===== config.mk =====
export PLATFORM = sky130hd
export DESIGN_NAME = wdog_top
export DESIGN_NICKNAME = d
export VERILOG_FILES = /design/src/rtl/wdog_pkg.sv /design/src/rtl/wdog_ctrl_regs.sv /design/src/rtl/wdog_key_fsm.sv /design/src/rtl/wdog_counter.sv /design/src/rtl/wdog_top.sv
export SDC_FILE = /design/constraint.sdc
export NUM_CORES = 1
export LEC_CHECK = 0
export ABC_AREA = 1
export BUFFER_PORTS_ARGS = -buffer_cell sky130_fd_sc_hd__buf_2
export CORE_MARGIN = 8
export CORE_UTILIZATION = 45
export DETAILED_ROUTE_END_ITERATION = 8
export PLACE_DENSITY = 0.75
export REMOVE_ABC_BUFFERS = 1
export SLEW_MARGIN = 10
export SYNTH_ARGS = -nofsm -noshare
export SYNTH_HDL_FRONTEND = slang
export SYNTH_SLANG_ARGS = --single-unit

===== constraint.sdc =====
create_clock -name clk -period 1.9 [get_ports clk]
set_input_delay 0.095 -clock clk [delete_from_list [all_inputs] [get_ports clk]]
set_output_delay 0.095 -clock clk [all_outputs]
set_load 0.005 [all_outputs]

===== src/rtl/wdog_pkg.sv =====
package wdog_pkg;
    localparam int REG_W  = 16;
    localparam int TO_W   = 8;
    localparam int ADDR_W = 3;

    localparam logic [ADDR_W-1:0] OFS_CTRL = 3'h0;
    localparam logic [ADDR_W-1:0] OFS_SVC  = 3'h2;
    localparam logic [ADDR_W-1:0] OFS_STAT = 3'h4;

    localparam logic [REG_W-1:0] KEY_FIRST  = 16'h5555;
    localparam logic [REG_W-1:0] KEY_SECOND = 16'hAAAA;

    localparam int BIT_FRZ  = 0;
    localparam int BIT_EN   = 2;
    localparam int BIT_MASK = 3;
    localparam int WT_LSB   = 8;
    localparam int BIT_TOUT = 1;

    typedef struct packed {
        logic [TO_W-1:0] wt;
        logic            mask;
        logic            en;
        logic            frz;
    } ctrl_t;

    typedef enum logic {
        KEY_IDLE  = 1'b0,
        KEY_ARMED = 1'b1
    } key_st_t;

    function automatic logic [REG_W-1:0] pack_ctrl(ctrl_t c);
        logic [REG_W-1:0] v;
        v = '0;
        v[WT_LSB +: TO_W] = c.wt;
        v[BIT_MASK]       = c.mask;
        v[BIT_EN]         = c.en;
        v[BIT_FRZ]        = c.frz;
        return v;
    endfunction

    function automatic logic [REG_W-1:0] pack_stat(logic tout);
        logic [REG_W-1:0] v;
        v = '0;
        v[BIT_TOUT] = tout;
        return v;
    endfunction
endpackage


===== src/rtl/wdog_ctrl_regs.sv =====
module wdog_ctrl_regs
    import wdog_pkg::*;
(
    input  logic             clk,
    input  logic             rst_any,
    input  logic             wr,
    input  logic [REG_W-1:0] wdata,
    output ctrl_t            ctrl,
    output logic             en_start
);
    logic frz_locked;

    assign en_start = wr && wdata[BIT_EN] && !ctrl.en;

    always_ff @(posedge clk) begin
        if (rst_any) begin
            ctrl       <= '0;
            frz_locked <= 1'b0;
        end else if (wr) begin
            ctrl.wt   <= wdata[WT_LSB +: TO_W];
            ctrl.mask <= wdata[BIT_MASK];
            ctrl.en   <= ctrl.en | wdata[BIT_EN];
            if (!frz_locked) begin
                ctrl.frz   <= wdata[BIT_FRZ];
                frz_locked <= 1'b1;
            end
        end
    end
endmodule


===== src/rtl/wdog_key_fsm.sv =====
module wdog_key_fsm
    import wdog_pkg::*;
(
    input  logic             clk,
    input  logic             rst_any,
    input  logic             wr,
    input  logic [REG_W-1:0] wdata,
    output logic             svc_done
);
    key_st_t st_q, st_d;

    always_comb begin
        st_d     = st_q;
        svc_done = 1'b0;
        if (wr) begin
            unique case (st_q)
                KEY_IDLE:  st_d = (wdata == KEY_FIRST) ? KEY_ARMED : KEY_IDLE;
                KEY_ARMED: begin
                    st_d     = KEY_IDLE;
                    svc_done = (wdata == KEY_SECOND);
                end
                default:   st_d = KEY_IDLE;
            endcase
        end
    end

    always_ff @(posedge clk) begin
        if (rst_any) st_q <= KEY_IDLE;
        else         st_q <= st_d;
    end
endmodule


===== src/rtl/wdog_counter.sv =====
module wdog_counter
    import wdog_pkg::*;
(
    input  logic            clk,
    input  logic            rst_any,
    input  logic            tick,
    input  logic            freeze,
    input  logic            en,
    input  logic            load_start,
    input  logic [TO_W-1:0] load_val,
    input  logic            reload,
    input  logic [TO_W-1:0] wt,
    output logic [TO_W-1:0] cnt,
    output logic            expire_q
);
    logic step;
    logic hit;

    assign step = en && tick && !freeze;
    assign hit  = step && (cnt == '0);

    always_ff @(posedge clk) begin
        if (rst_any) begin
            cnt      <= '0;
            expire_q <= 1'b0;
        end else begin
            expire_q <= hit;
            if (load_start)  cnt <= load_val;
            else if (reload) cnt <= wt;
            else if (hit)    cnt <= wt;
            else if (step)   cnt <= cnt - 1'b1;
        end
    end
endmodule


===== src/rtl/wdog_top.sv =====
module wdog_top
    import wdog_pkg::*;
(
    input  logic              clk,
    input  logic              por,
    input  logic              rst,
    input  logic              tick,
    input  logic              lowpwr,
    input  logic              wr_en,
    input  logic [ADDR_W-1:0] addr,
    input  logic [REG_W-1:0]  wdata,
    output logic [REG_W-1:0]  rdata,
    output logic              reset_out
);
    logic            rst_any;
    logic            ctrl_wr;
    logic            svc_wr;
    ctrl_t           ctrl;
    logic            en_start;
    logic            svc_done;
    logic [TO_W-1:0] cnt;
    logic            expire_q;
    logic            tout_q;
    logic            freeze;

    assign rst_any = por | rst;
    assign ctrl_wr = wr_en && (addr == OFS_CTRL);
    assign svc_wr  = wr_en && (addr == OFS_SVC);
    assign freeze  = ctrl.frz && lowpwr;

    wdog_ctrl_regs u_ctrl (
        .clk      (clk),
        .rst_any  (rst_any),
        .wr       (ctrl_wr),
        .wdata    (wdata),
        .ctrl     (ctrl),
        .en_start (en_start)
    );

    wdog_key_fsm u_key (
        .clk      (clk),
        .rst_any  (rst_any),
        .wr       (svc_wr),
        .wdata    (wdata),
        .svc_done (svc_done)
    );

    wdog_counter u_cnt (
        .clk        (clk),
        .rst_any    (rst_any),
        .tick       (tick),
        .freeze     (freeze),
        .en         (ctrl.en),
        .load_start (en_start),
        .load_val   (wdata[WT_LSB +: TO_W]),
        .reload     (svc_done),
        .wt         (ctrl.wt),
        .cnt        (cnt),
        .expire_q   (expire_q)
    );

    always_ff @(posedge clk) begin
        if (por)           tout_q <= 1'b0;
        else if (expire_q) tout_q <= 1'b1;
    end

    assign reset_out = expire_q && !ctrl.mask;

    always_comb begin
        unique case (addr)
            OFS_CTRL: rdata = pack_ctrl(ctrl);
            OFS_STAT: rdata = pack_stat(tout_q);
            default:  rdata = '0;
        endcase
    end
endmodule


==> results.toml, run 1 <==
[timing]
setup_tns_ns = 0
rsz0062_at_grt = "no"
period_share_pct = 80.7
clock_skew_ns = 0.0165
setup_viol = 0
fmax_mhz = 652
finalCriticalPeriod_ns = 1.53
finalHoldViolCount = 0
final-max-slew-violation-count = 0

[route]
wl_met2_mm = 1.82
first_iter_violations = 67
num_vias = 1517
highest_layer = "met4"
antenna_left = 0
met1Wirelength_mm = 1.67
routed_wl_mm = 3.68
routed-wl-met3_um = 169
route.detailed.drc = 0
firstDrtPassIters = 4
viasPerCell = 4.73
wl_per_cell_um = 11.4

[cells_and_area]
areaGrowthSynthToFinish_pct = 14.1
final_common_cell = "inv_1"
final_nets = 302
nFillCells = 373
fin_util_pct = 53.7
antenna_cells = 0
final_layout_size_suffix_gt1_share_pct = 25.1
final_cell_mix = "inv_1, nand2_1, buf_2"

[clock_tree]
cts_sinks = 23
clkLatencyLatePin_ns = 0.32
cts_resized = 0
cts_buffers = 3
htree_levels = 1
cts_tree = "yes"
post_cts_buffers = 0
cts-root-buf = "clkbuf_4"
ctsLongestPathBuffers = 2
cts.clk_slew.worst_paths_ns = 0.15

[power_and_ir_drop]
p_leak_nw = 0.851
seqPwrFrac_pct = 57.3
comb_power_share_pct = 14.7
power_density_nw_per_um2 = 475
p_clk_share_pct = 28.0
sw_frac_of_total_pct = 28.1
internal_power_mw = 0.616
power.total_mw = 0.857
worst_ir_drop_vdd_mv = 0.302
power_switching_mw = 0.241

[yosys]
synth_area_per_cell_um2 = 6.62
ys_seq_area_share_pct = 29.1
yosys-top-cells-area = "dfxtp_1, inv_1, nand2_1, nor2_1, nand3_1"
synth_top_area_share_pct = 29.1
synthCells = 239
synth.ff_latch_count = 23
syn_area_um2 = 1580
synth_top_area_cell = "dfxtp_1"
yosysWarningCount = 0
synth_cell_type_count = 32

[global_routing]
grtUsageTotal_pct = 14.0
grt.overflow.total = 0
grt_antenna_before_repair = 0
grt_max_degree = 21
grt_first_pass_wirelength_mm = 6.31
grt_pass1_vias = 1459

[die]
die_y_um = 75.3
initial_core_util_pct = 47.1
io-pin-count = 42
fp.dieW_um = 75.3
coreArea_um2 = 3360
rows = 21
dieArea_um2 = 5670

[critical_path]
worstPathArrival_ns = 1.79
crit_path_end_kind = "register"
worstPathMaxFanout = 8
required_ns = 2.16
r2r_slack_ns = 0.37
startpoint_type = "register"
crit_type = "register to register"

[worst_hold_path]
hold_path.class = "primary input to register"

[job]
max_cap_viol_count = 0

[placed_design]
dpl.hpwl_mm = 2.94
gp_congestion = 0.978
io_buffers = 37

[run_status]
status = "finished, final reports clean"
## through the flow
step,cell area [um^2],std cells,worst slack (ns),hold slack [ns]
after global routing,1810,321,0.188,0.0527
after detailed placement,1770,316,0.342,0.275
after CTS,1810,321,0.371,0.0485
after global placement,1770,316,0.345,0.266
after floorplan,1520,232,0.570,0.167
final,1810,321,0.366,0.0606
## power groups by stage
stage / clock network [mW] / logic [mW] / registers [mW]
final: 0.240 / 0.126 / 0.491
after global routing: 0.268 / 0.143 / 0.492
after CTS: 0.248 / 0.126 / 0.491
after detailed placement: 0 / 0.124 / 0.502
after global placement: 0 / 0.122 / 0.502
after floorplan: 0 / 0.0717 / 0.501
## cell families after synthesis
family	after synthesis	synth area share, %
flops	23	29.1
fa+ha+maj	1	0.790
xor+xnor	3	1.66
buf+inv	57	16.1
simple gates	112	36.4
compound gates	42	15.7
other cells	1	0.237
## flip-flops by register name, summed over array words and instances, names as in the netlist
register           count
tout_q                 1
u_cnt.cnt              8
u_cnt.expire_q         1
u_key.st_q             1
u_ctrl.ctrl           11
u_ctrl.frz_locked      1
## worst max-delay path, stage by stage (launching register included)
cell	delay, ns
dfxtp_1	0.36
inv_1	0.08
ha_1	0.19
nand3_1	0.13
nor2_2	0.13
nand2_2	0.12
nand2_4	0.14
inv_2	0.05
nand2_1	0.07
nand3_1	0.09
a21oi_2	0.12
## Yosys cell counts (all sizes together)
library cell	instances
buf	7
nand3b	1
o21ai	19
ha	1
nor4	1
nand3	20
nor3	2
nand4	5
conb	1
xor2	3
a21oi	20
nor2	33
o211ai	2
nand2	50
clkbuf	3
o21a	1
inv	47
dfxtp	23
## final cells by class
type | instances | area (um^2) | share of cell area [%]
timing repair buffer | 39 | 203 | 11.2
inverter | 47 | 176 | 9.77
tap | 46 | 57.6 | 3.19
clock inverter | 1 | 7.51 | 0.416
multi-input combinational | 162 | 878 | 48.6
clock buffer | 3 | 22.5 | 1.25
sequential | 23 | 460 | 25.5
## per-layer routing
layer,vias to the layer above,track usage (%)
met3,2,2.76
li1,812,-
met1,664,17.2
met5,-,0
met4,0,4.26
met2,39,23.8
## path summary, 6_finish.rpt
check / from / cells after the start / end
worst max-delay path: u_cnt.cnt[0]$_SDFFE_PP0P_ / 10 / u_cnt.cnt[1]$_SDFFE_PP0P_
worst min-delay path: wdata[7] / 4 / u_key.st_q$_SDFFE_PP0P_
worst max register to register: u_cnt.cnt[0]$_SDFFE_PP0P_ / 10 / u_cnt.cnt[1]$_SDFFE_PP0P_
worst min register to register: u_ctrl.frz_locked$_SDFFE_PP0N_ / 2 / u_ctrl.frz_locked$_SDFFE_PP0N_
## what timing repair did
item | CTS | global route
hold buffers | 1 | 0
endpoints found under the hold margin | 1 | 0
setup endpoints to repair | 0 | 0
No activity file was read; power rests on OpenSTA's default activity.
==> inputs of run 2 (changes only) <==
- PLACE_DENSITY: 0.75 -> 0.78
- clock period: 1.9 -> 1.38 ns (I/O delays scaled with it)
==> results.toml, run 2 (synthesis gave the netlist of run 1 again) <==
[run_status]
status = "complete, but fails checks"
violations = "negative setup slack"

[cells_and_area]
largest_reg_flops = 11
largest_registers = "u_ctrl.ctrl (11), u_cnt.cnt (8)"
fin_util_pct = 57.4
antenna_cells = 0
nFillCells = 356
final_common_cell = "nand2_1"
top_register = "u_ctrl.ctrl"
final_cell_mix = "nand2_1, inv_1, buf_2"
final_nets = 313
final_layout_size_suffix_gt1_share_pct = 31.8
areaGrowthSynthToFinish_pct = 22.0

[clock_tree]
ctsLongestPathBuffers = 2
cts_buffers = 3
cts_tree = "yes"
cts-root-buf = "clkbuf_4"
cts.clk_slew.worst_paths_ns = 0.14
cts_sinks = 23
htree_levels = 1
clkLatencyLatePin_ns = 0.32

[timing]
period_share_pct = 100
finalCriticalPeriod_ns = 1.39
rsz0062_at_grt = "yes"
final-max-slew-violation-count = 0
setup_ws_ns = -0.00632
setup_viol = 3
fmax_mhz = 721
setup_tns_ns = -0.0152
clock_skew_ns = 0.0144
finalHoldViolCount = 0

[placed_design]
io_buffers = 37
dpl.hpwl_mm = 2.90
gp_congestion = 0.887

[global_routing]
grt_max_degree = 19
grtUsageTotal_pct = 14.2
grt_first_pass_wirelength_mm = 6.35
grt_antenna_before_repair = 0
gr-usage-met1_pct = 17.2
grtUsageMet2_pct = 24.4
grt.overflow.total = 0
busiest_layer = "met2"
grt_pass1_vias = 1480
grt_use_met3_pct = 2.76

[critical_path]
crit_path_end_kind = "register"
cp_slowest_stage_delay_ns = 0.35
cp_cell_sequence = "inv_2 > ha_4 > nand3_2 > nor2_2 > nand2_2 > nand2_4 > nand2_1 > o211ai_1 > a21oi_2"
crit_type = "register to register"
crit_path_top_delay_cell = "dfxtp_2"
cp_top_family = "simple AND/OR/NAND/NOR gates"
path_buf_inv = 1
required_ns = 1.59
startpoint_type = "register"
worstPathMaxFanout = 8
worstPathArrival_ns = 1.59

[die]
io-pin-count = 42
coreArea_um2 = 3360
die_y_um = 75.3
dieArea_um2 = 5670
rows = 21
initial_core_util_pct = 47.1
fp.dieW_um = 75.3

[route]
firstDrtPassIters = 4
num_vias = 1613
route.detailed.drc = 0
viasPerCell = 4.86
routed_wl_mm = 3.98
wl_per_cell_um = 12.0
antenna_left = 0
first_iter_violations = 67

[job]
max_cap_viol_count = 0

[power_and_ir_drop]
p_leak_nw = 0.934
power.total_mw = 1.18
power_density_nw_per_um2 = 609
worst_ir_drop_vdd_mv = 0.498

[worst_hold_path]
hold_path.class = "primary input to register"
## run 2: cell count changes in the layout (fill, tap and decap cells not counted), moves of 2 or more
cell / delta
buf_4: +9
inv_2: +2
inv_1: -3
dfxtp_2: +2
dfxtp_1: -2
nand3_2: +6
nand3_1: -4
## run 2: worst min-delay path, stage by stage
cell and delay (ns):
buf_2 0.09, nor3_1 0.04, nand3_1 0.07, a21oi_1 0.06
## run 2: repair_timing
item                                   4_1_cts  5_1_grt
endpoints found under the hold margin        1        0
resized for setup                            7        6
hold buffers                                 1        0
buffers inserted                             2        3
pin swaps                                    4       10
setup endpoints to repair                    7        8
gates cloned                                 1        1
## run 2: layer usage
layer	wire length (um)	vias up
met5	0	-
met4	44	0
met3	189	4
met2	2000	41
met1	1750	729
li1	-	839
## run 2: cell type report
type,count,area [um^2],area share (%)
repair buffers,48,270,14.0
clock inverters,1,5.00,0.259
inverters,47,179,9.27
well taps,46,57.6,2.98
multi-input cells,164,933,48.3
clock buffers,3,22.5,1.17
flip-flops and latches,23,463,24.0
## run 2: final timing paths
| kind | to | depth (start not counted) | from | slack (ns) |
|---|---|---|---|---|
| setup / recovery | u_cnt.cnt[4]$_SDFFE_PP0P_ | 9 | u_cnt.cnt[0]$_SDFFE_PP0P_ | -0.006 |
| hold / removal | u_key.st_q$_SDFFE_PP0P_ | 4 | wdata[7] | 0.03 |
| setup reg to reg | u_cnt.cnt[4]$_SDFFE_PP0P_ | 9 | u_cnt.cnt[0]$_SDFFE_PP0P_ | -0.006 |
| hold reg to reg | u_ctrl.frz_locked$_SDFFE_PP0N_ | 2 | u_ctrl.frz_locked$_SDFFE_PP0N_ | 0.47 |
## run 2: report_power, final
group / total (mW) / internal [mW] / leakage (nW) / switching [mW]
clock network: 0.317 / 0.108 / 0.0177 / 0.208
logic: 0.182 / 0.0711 / 0.729 / 0.111
registers: 0.676 / 0.672 / 0.187 / 0.00457
total: 1.18 / 0.851 / 0.934 / 0.324
## run 2: metrics by stage
step | setup slack, ns | hold WS [ns] | cells | instance area, um^2
2_1_floorplan | 0.0500 | 0.141 | 232 | 1520
3_3_place_gp | 0.0266 | 0.241 | 320 | 1800
3_5_place_dp | -0.0262 | 0.245 | 320 | 1800
4_1_cts | 0.0184 | 0.0278 | 328 | 1880
5_1_grt | -0.122 | 0.0387 | 332 | 1930
6_report | -0.00632 | 0.0322 | 332 | 1930
==> inputs of run 3 (changes only) <==
- CORE_UTILIZATION: 45 -> 47
- PLACE_DENSITY: 0.78 -> 0.8
==> results.toml, run 3 (synthesis gave the netlist of run 1 again) <==
[critical_path]
worstPathArrival_ns = 1.62
crit_type = "register to register"
r2r_slack_ns = -0.05
worstPathMaxFanout = 8
r2r_end = "u_cnt.cnt[4]$_SDFFE_PP0P_"
crit-reg2reg-launch = "u_cnt.cnt[1]$_SDFFE_PP0P_"
crit_path_end_kind = "register"
required_ns = 1.58
path_buf_inv = 1
crit_path_top_delay_cell = "dfxtp_2"
cp_top_family = "simple AND/OR/NAND/NOR gates"
crit_start = "u_cnt.cnt[1]$_SDFFE_PP0P_"
cp_cell_sequence = "inv_2 > ha_4 > nand3_2 > nor2_4 > nand2_4 > nand2_8 > nand2_1 > o211ai_1 > a21oi_2"
setup.worst_path.end = "u_cnt.cnt[4]$_SDFFE_PP0P_"
cp_slowest_stage_delay_ns = 0.35
r2r_cells = 9
startpoint_type = "register"
cp.depth = 9

[global_routing]
grt_first_pass_wirelength_mm = 6.36
grtUsageTotal_pct = 14.7
grt_max_degree = 20
grt_antenna_before_repair = 0
grt_pass1_vias = 1470
grt.overflow.total = 0

[die]
fp.dieW_um = 74.0
dieArea_um2 = 5480
coreArea_um2 = 3280
rows = 21
initial_core_util_pct = 48.2
io-pin-count = 42
die_y_um = 74.0

[power_and_ir_drop]
worst_ir_drop_vdd_mv = 0.346
p_leak_nw = 0.953
power_density_nw_per_um2 = 584
power.total_mw = 1.19

[route]
wl_per_cell_um = 12.4
firstDrtPassIters = 4
num_vias = 1654
route.detailed.drc = 0
antenna_left = 0
first_iter_violations = 82
viasPerCell = 4.89
routed_wl_mm = 4.21

[placed_design]
post-place-ws_ns = -0.0162
dpl.hpwl_mm = 3.11
io_buffers = 37
gp_congestion = 0.956

[timing]
final-max-slew-violation-count = 0
finalCriticalPeriod_ns = 1.43
period_share_pct = 103
setup_tns_ns = -0.134
rsz0062_at_grt = "yes"
finalHoldViolCount = 0
setup_viol = 6
setup_ws_ns = -0.0452
clock_skew_ns = 0.00307
fmax_mhz = 702

[cells_and_area]
multiInputGateArea_um2 = 955
fin_util_pct = 62.0
largest_reg_flops = 11
final_common_cell = "nand2_1"
final_cell_mix = "nand2_1, inv_1, buf_2"
largest_registers = "u_ctrl.ctrl (11), u_cnt.cnt (8)"
nFillCells = 288
final_layout_size_suffix_gt1_share_pct = 37.7
top_register = "u_ctrl.ctrl"
ff_latch_area_um2 = 464
antenna_cells = 0
areaGrowthSynthToFinish_pct = 28.6
final_nets = 319

[clock_tree]
ctsLongestPathBuffers = 2
cts_sinks = 23
cts-root-buf = "clkbuf_4"
clkLatencyLatePin_ns = 0.30
cts_buffers = 3
htree_levels = 1
cts_tree = "yes"
cts.clk_slew.worst_paths_ns = 0.12

[run_status]
status = "complete, but fails checks"
violations = "negative setup slack"

[job]
max_cap_viol_count = 0

[worst_hold_path]
worstHoldPathCells = 4
hold_path.class = "primary input to register"
hp-start = "wdata[7]"
## run 3: layout make-up
class,instances,share of cell area (%)
Clock buffer,4,1.29
Sequential cell,23,22.8
Multi-Input combinational cell,162,46.9
Timing Repair Buffer,56,17.5
Tap cell,46,2.83
Inverter,47,8.67
## run 3: worst min-delay path by stage
| stage | to | slack, ns |
|---|---|---|
| after floorplan | tout_q$_SDFFE_PP0P_ | 0.14 |
| after global placement | tout_q$_SDFFE_PP0P_ | 0.24 |
| after detailed placement | tout_q$_SDFFE_PP0P_ | 0.25 |
| after CTS | u_key.st_q$_SDFFE_PP0P_ | 0.05 |
| after global routing | u_key.st_q$_SDFFE_PP0P_ | 0.05 |
| final | u_key.st_q$_SDFFE_PP0P_ | 0.05 |
## run 3: where the power goes
part           switching, mW  internal, mW
Clock                  0.195         0.113
Combinational          0.122        0.0829
Sequential           0.00499         0.672
Total                  0.322         0.867
## run 3: what timing repair did
| action | 4_1_cts | 5_1_grt |
|---|---|---|
| hold buffers | 1 | 0 |
| hold endpoints to repair | 1 | 0 |
| pin swaps | 4 | 5 |
| setup endpoints to repair | 5 | 8 |
| setup buffers | 4 | 6 |
| gates resized for setup | 7 | 32 |
## run 3: metrics by stage
step                      hold slack [ns]  instances  cell area, um^2
after floorplan                     0.141        232             1520
after global placement              0.244        323             1820
after detailed placement            0.254        323             1820
after CTS                          0.0468        332             1900
after global routing               0.0475        338             2040
final                              0.0470        338             2040
## run 3: worst min-delay path, delay by kind of cell
family	cells	cell delay [ns]
compound gates	1	0.06
simple gates	2	0.11
buf+inv	1	0.09
## run 3: routing by layer
metal / up-vias / share of wire [%] / track usage, %
met5: - / 0 / 0
met4: 0 / 2.5 / 6.65
met3: 8 / 3.6 / 1.89
met2: 37 / 50 / 25.6
met1: 757 / 43 / 17.4
li1: 852 / - / -
